### src/rtl/cmpPkg.sv
package cmpPkg;
  typedef struct packed {
    logic gt;
    logic eq;
    logic lt;
  } cmpRes_t;
endpackage

### src/rtl/cmpSliceLocal.sv
module cmpSliceLocal
  import cmpPkg::*;
#(
  parameter int SLICE_W = 4
) (
  input  logic [SLICE_W-1:0] xPart,
  input  logic [SLICE_W-1:0] yPart,
  output cmpRes_t            localRes
);
  logic [SLICE_W-1:0] bitSame;
  logic               gtBit;
  logic               ltBit;
  logic               found;

  assign bitSame = ~(xPart ^ yPart);

  always_comb begin
    gtBit = 1'b0;
    ltBit = 1'b0;
    found = 1'b0;
    for (int i = SLICE_W - 1; i >= 0; i--) begin
      if (!found && !bitSame[i]) begin
        gtBit = xPart[i];
        ltBit = yPart[i];
        found = 1'b1;
      end
    end
  end

  assign localRes.gt = gtBit;
  assign localRes.lt = ltBit;
  assign localRes.eq = &bitSame;
endmodule

### src/rtl/cmpSliceMerge.sv
module cmpSliceMerge
  import cmpPkg::*;
(
  input  cmpRes_t localRes,
  input  cmpRes_t cascIn,
  output cmpRes_t mergedOut
);
  always_comb begin
    if (localRes.eq) begin
      mergedOut = cascIn;
    end else begin
      mergedOut.gt = localRes.gt;
      mergedOut.eq = 1'b0;
      mergedOut.lt = localRes.lt;
    end
  end
endmodule

### src/rtl/magCmpChain.sv
module magCmpChain
  import cmpPkg::*;
#(
  parameter int SLICE_W    = 4,
  parameter int NUM_SLICES = 3
) (
  input  logic [SLICE_W*NUM_SLICES-1:0] xIn,
  input  logic [SLICE_W*NUM_SLICES-1:0] yIn,
  input  logic                          cascGtIn,
  input  logic                          cascEqIn,
  input  logic                          cascLtIn,
  output logic                          gtOut,
  output logic                          eqOut,
  output logic                          ltOut
);
  localparam int TOTAL_W = SLICE_W * NUM_SLICES;

  cmpRes_t stageRes [NUM_SLICES+1];

  assign stageRes[0].gt = cascGtIn;
  assign stageRes[0].eq = cascEqIn;
  assign stageRes[0].lt = cascLtIn;

  for (genvar k = 0; k < NUM_SLICES; k++) begin : g_slice
    cmpRes_t localRes;
    cmpSliceLocal #(.SLICE_W(SLICE_W)) u_local (
      .xPart    (xIn[k*SLICE_W +: SLICE_W]),
      .yPart    (yIn[k*SLICE_W +: SLICE_W]),
      .localRes (localRes)
    );
    cmpSliceMerge u_merge (
      .localRes  (localRes),
      .cascIn    (stageRes[k]),
      .mergedOut (stageRes[k+1])
    );
  end

  assign gtOut = stageRes[NUM_SLICES].gt;
  assign eqOut = stageRes[NUM_SLICES].eq;
  assign ltOut = stageRes[NUM_SLICES].lt;

  if (TOTAL_W < 1) begin : g_badWidth
    $error("magCmpChain: total width must be positive");
  end
endmodule

### config.mk
export PLATFORM = sky130hd
export DESIGN_NAME = magCmpChain
export DESIGN_NICKNAME = d
export VERILOG_FILES = /design/src/rtl/cmpPkg.sv /design/src/rtl/cmpSliceLocal.sv /design/src/rtl/cmpSliceMerge.sv /design/src/rtl/magCmpChain.sv
export SDC_FILE = /design/constraint.sdc
export NUM_CORES = 1
export LEC_CHECK = 0
export BUFFER_PORTS_ARGS = -buffer_cell sky130_fd_sc_hd__buf_4
export CORE_AREA = 2 2 39 41
export DETAILED_ROUTE_END_ITERATION = 6
export DIE_AREA = 0 0 41 43
export PLACE_DENSITY = 0.78
export SYNTH_ARGS = -nofsm -noshare
export SYNTH_HDL_FRONTEND = slang
export SYNTH_SLANG_ARGS = --single-unit
### constraint.sdc
create_clock -name vclk -period 7.3
set_input_delay 2.19 -clock vclk [all_inputs]
set_output_delay 2.19 -clock vclk [all_outputs]
set_load 0.02 [all_outputs]
==> impl_metrics.yaml, run 1 <==
route:
  dr_total_vias: 594
  first_pass_iters: 2
  viasPerCell: 5.077
  drtAntennaViolNets: 0
  remaining_drc_errors: 0
  dr.first_iter.drc_count: 1
  avgRoutedWirePerCell_um: 9.940
  finalWirelength_um: 1163
synth:
  synth-simple-area-share: 0.3689
  syn_inst: 71
  synth_top_family_by_area: "simple AND/OR/NAND/NOR gates"
  yosysTopAreaCellShare: 0.1456
  synth_cell_type_count: 26
  yosys_warnings: 0
  synth_top_cell_by_area: "ha_1"
  yosys-mux-area-fraction: 0
  synthTopCellsByArea: "ha_1, nand2b_1, inv_1"
  syn_avg_cell_area_um2: 7.260
  yosys.area_share.xor_xnor: 0.1019
  synth-seq-area-share: 0
  syn_area_um2: 515.5
  synthesis.nets: 104
  yosys.area_share.adder: 0.2451
  synth_compound_area_frac: 0.2039
grt:
  grt_first_pass_wirelength_um: 2070
  grt_pass1_vias: 576
  grt_antenna_before_repair: 0
  grt_max_degree: 8
  grtUsageTotal: 0.1518
  gr-total-overflow: 0
floorplan:
  io_pins: 30
  die_area_mm2: 0.001763
  fp.dieW_um: 41
  die_h_um: 43
  initial_core_util: 0.3725
  core_area_mm2: 0.001384
  rows: 14
power:
  leakage_uw: 0.0003721
  ir_drop_v: 0.00002790
  powerDensity_mw_per_mm2: 60.11
timing:
  slew_headroom: 0.8363
  max_freq_ghz: 0.1711
  drv_slew: 0
  setup_viol: 0
  setup_ws_ns: 1.454
  hold_viol_final: 0
  rsz0062_at_grt: "no"
  finalSetupTns_ns: 0
  worst_pin_slew_ns: 0.2438
  fin_crit_sh: 0.8008
  finalCriticalPeriod_ns: 5.846
finish:
  drive_gt1_frac: 0.3465
  final_common_cell: "buf_4"
  antenna-diode-count: 0
  nClkBuffers: 0
  final_cell_mix: "buf_4, inv_1, nand2b_1"
  seq_cells: 0
  final_nets: 136
  stdcell_count: 117
  regArea_um2: 0
  area_delta_synth_final_pct: 47.57
outcome:
  status: "completed"
placed_design:
  place_hpwl_um: 1096
  placedCellCount: 117
  io_buffers: 30
  gp_congestion: 0.6927
  place_ws_ns: 1.464
worst_setup_path:
  worstSetupPathType: "in2out"
  crit_fanout: 4
  cp.required_ns: 5.11
  cp.arrival_ns: 3.66
  crit_start: "xIn[11]"
  cp-end-kind: "output port"
  worstSetupStartpointType: "primary input"
job:
  drv_cap: 0
min_path:
  hp-class: "in2out"
  holdPathEnd: "eqOut"
  hp-start: "cascEqIn"
  hold_depth: 3
cts:
  post-cts-setup-buffer-count: 0
  cts_hold_buf: 0
  cts_resized: 0
==> logic make-up after synthesis <==
family	Yosys count
AND/OR/NAND/NOR	29
AO/OA/AOI/OAI	14
adder cells (fa/ha/maj)	11
buffers and inverters	11
XOR/XNOR	6
==> cell type report <==
| class | count | area, µm² |
|---|---|---|
| Timing Repair Buffer | 30 | 225.2 |
| Multi-Input combinational cell | 60 | 474.2 |
| Fill cell | 140 | 623.1 |
| Inverter | 11 | 41.29 |
| Tap cell | 16 | 20.02 |
==> stage by stage <==
step	area [µm²]	hold WS (ns)	power (µW)	utilization
after floorplan	515.5	4.575	25.53	-
final	760.7	4.752	45.73	0.5497
after global placement	760.7	4.751	44.67	0.5497
after detailed placement	760.7	4.754	45.85	0.5497
after CTS	760.7	4.754	45.95	0.5497
after global routing	760.7	4.782	50.77	0.5497
==> metal layers <==
metal / part of all wire / GRT usage
met5: 0 / 0
met4: 0 / 0
met3: 0.043 / 0
met2: 0.56 / 0.2906
met1: 0.40 / 0.1867
==> power breakdown <==
part	switching [µW]	leakage [µW]	total [µW]	internal, µW
clock network	0	0	0	0
registers	0	0	0	0
logic	21.7	0.000372	45.7	24.0
total	21.7	0.000372	45.7	24.0
==> cell usage after synthesis, types with 2 or more instances <==
master	instances
nor2_1	4
nand4_1	4
nor2b_1	5
nand2b_1	7
a21oi_1	2
inv_1	11
xnor2_1	3
xor2_1	3
o211ai_1	3
a221oi_2	2
nand2_1	2
o21ai_0	3
maj3_1	4
ha_1	6
==> critical path, cell delays in order <==
cell and delay, ns:
buf_4 0.09, inv_1 0.03, ha_1 0.31, inv_1 0.09, nor4_4 0.31, and4bb_1 0.26, o21ai_1 0.07, o211ai_1 0.12
buf_4 0.18
==> how the worst max path moves through the flow <==
stage / end / slack [ns] / cells after the start
2_1_floorplan: eqOut / 1.70 / 6
3_3_place_gp: gtOut / 1.51 / 9
3_5_place_dp: gtOut / 1.46 / 9
4_1_cts: gtOut / 1.46 / 9
5_1_grt: gtOut / 1.30 / 9
6_report: gtOut / 1.45 / 9
Note: power is estimated with default switching activity, not from simulation.
==> inputs of run 2 (changes only) <==
Settings changed: ABC_AREA set to 1, CORE_AREA 2 2 39 41 to unset, CORE_MARGIN set to 2, CORE_UTILIZATION set to 43, DIE_AREA 0 0 41 43 to unset, PLACE_DENSITY 0.78 to 0.86.
Clock period 7.3 ns to 5 ns, I/O delays scaled along.
==> impl_metrics.yaml, run 2 <==
placed_design:
  place_hpwl_um: 1253
  gp_congestion: 0.6931
  io_buffers: 30
  place_ws_ns: 0.8325
  placedCellCount: 164
  postPlaceCellArea_um2: 804.5
power:
  seqPwrFrac: 0
  p_sw_uw: 37.67
  powerDensity_mw_per_mm2: 88.80
  pwr-share-clk: 0
  p_sw_frac: 0.5273
  ir_drop_v: 0.00004052
  p_comb_frac: 1.000
  leakage_uw: 0.0005180
  p_int_uw: 33.77
cts:
  post-cts-setup-buffer-count: 0
  cts_hold_buf: 0
  cts_resized: 0
synth:
  synthesis.nets: 152
  syn_inst: 119
  syn_avg_cell_area_um2: 4.710
  synth-seq-area-share: 0
  synth_cell_type_count: 14
  synthTopCellsByArea: "nand2_1, inv_1, nor2_1"
  yosysTopAreaCellShare: 0.2210
  yosys-top-cells-count: "nand2_1, inv_1, nor2_1"
  synth.most_common_cell: "nand2_1"
  syn_area_um2: 560.5
  synth_top_cell_by_area: "nand2_1"
  yosys_warnings: 0
route:
  viasPerCell: 4.500
  dr_total_vias: 738
  finalWirelength_um: 1337
  remaining_drc_errors: 0
  avgRoutedWirePerCell_um: 8.152
  first_pass_iters: 4
  drtAntennaViolNets: 0
  dr.first_iter.drc_count: 6
finish:
  multi_input_area_um2: 447.9
  nClkBuffers: 0
  final_cell_mix: "nand2_1, inv_1, buf_4"
  final_nets: 184
  seq_cells: 0
  final_area_um2: 804.5
  antenna-diode-count: 0
  regArea_um2: 0
  finish.utilization: 0.6424
  stdcell_count: 164
  area_delta_synth_final_pct: 43.53
  nFillCells: 141
  drive_gt1_frac: 0.2752
  final_common_cell: "nand2_1"
grt:
  grt_pass1_vias: 639
  grt_antenna_before_repair: 0
  gr-total-overflow: 0
  grt_max_degree: 6
  grtUsageTotal: 0.1872
  grt_first_pass_wirelength_um: 2208
timing:
  worst_pin_slew_ns: 0.2077
  finalCriticalPeriod_ns: 4.174
  setup_ws_ns: 0.8264
  hold_viol_final: 0
  max_freq_ghz: 0.2396
  rsz0062_at_grt: "no"
  setup_viol: 0
  fin_crit_sh: 0.8347
  drv_slew: 0
  finalSetupTns_ns: 0
  slew_headroom: 0.8610
min_path:
  hp-start: "cascEqIn"
  hp-class: "in2out"
  holdPathEnd: "eqOut"
  hold_depth: 4
job:
  drv_cap: 0
floorplan:
  rows: 13
  die_h_um: 40.11
  fp.dieW_um: 40.11
  die_area_mm2: 0.001608
  io_pins: 30
  initial_core_util: 0.4476
  core_area_mm2: 0.001252
worst_setup_path:
  worstSetupPathType: "in2out"
  cp.arrival_ns: 2.67
  cp.required_ns: 3.50
  worstSetupStartpointType: "primary input"
  cp-end-kind: "output port"
  crit_fanout: 4
outcome:
  status: "completed"
==> run 2: changes by cell type in the layout (fill, tap and decap cells not counted), sizes merged, moves of 5 or more <==
cell / before / now
maj3: 5 / 0
nand3: 1 / 7
nor2b: 5 / 0
inv: 11 / 30
nor2: 4 / 29
nand2: 2 / 37
nand2b: 7 / 0
==> run 2: per-stage QoR <==
step,total power [µW],hold slack [ns]
3_5_place_dp,72.01,3.367
5_1_grt,82.40,3.372
4_1_cts,72.17,3.367
2_1_floorplan,42.97,3.151
6_report,71.44,3.369
3_3_place_gp,69.02,3.369
==> run 2: worst max-delay path by stage <==
stage,start,end,cells after the start
after floorplan,xIn[7],eqOut,6
after global routing,xIn[7],ltOut,10
final,xIn[11],ltOut,11
after detailed placement,xIn[3],gtOut,11
after global placement,xIn[11],gtOut,11
after CTS,xIn[3],gtOut,11
==> run 2: area by class of cell <==
| class | count | share of cell area |
|---|---|---|
| Multi-Input combinational cell | 89 | 0.5568 |
| Timing Repair Buffer | 30 | 0.2799 |
| Inverter | 30 | 0.1400 |
| Tap cell | 15 | 0.02333 |
==> run 2: metal layers <==
metal	wire length, µm	track usage
met5	0	0
met4	0	0
met3	42	0
met2	761	0.4113
met1	533	0.2013
==> run 2: kinds of logic after synthesis <==
family                     count (synthesis)  share of synthesized area
and+or+nand+nor                           76                     0.6027
buffers and inverters                     30                     0.2009
AOI/OAI and AO/OA                          7                    0.06249
adders and majority gates                  6                     0.1339
==> run 2: critical path: stages <==
cell     delay (ns)
buf_4          0.08
inv_1          0.03
ha_1           0.33
nand2_2        0.09
nor2_4         0.12
nand2_1        0.08
nor2_1         0.10
nor2_1         0.05
nor2_1         0.09
nand2_1        0.06
buf_4          0.15
==> run 2: power by group through the flow <==
| stage | Sequential, µW | Clock (µW) | Combinational, µW |
|---|---|---|---|
| 5_1_grt | 0 | 0 | 82.4 |
| 3_3_place_gp | 0 | 0 | 69.0 |
| 2_1_floorplan | 0 | 0 | 43.0 |
| 6_report | 0 | 0 | 71.4 |
| 3_5_place_dp | 0 | 0 | 72.0 |
| 4_1_cts | 0 | 0 | 72.2 |
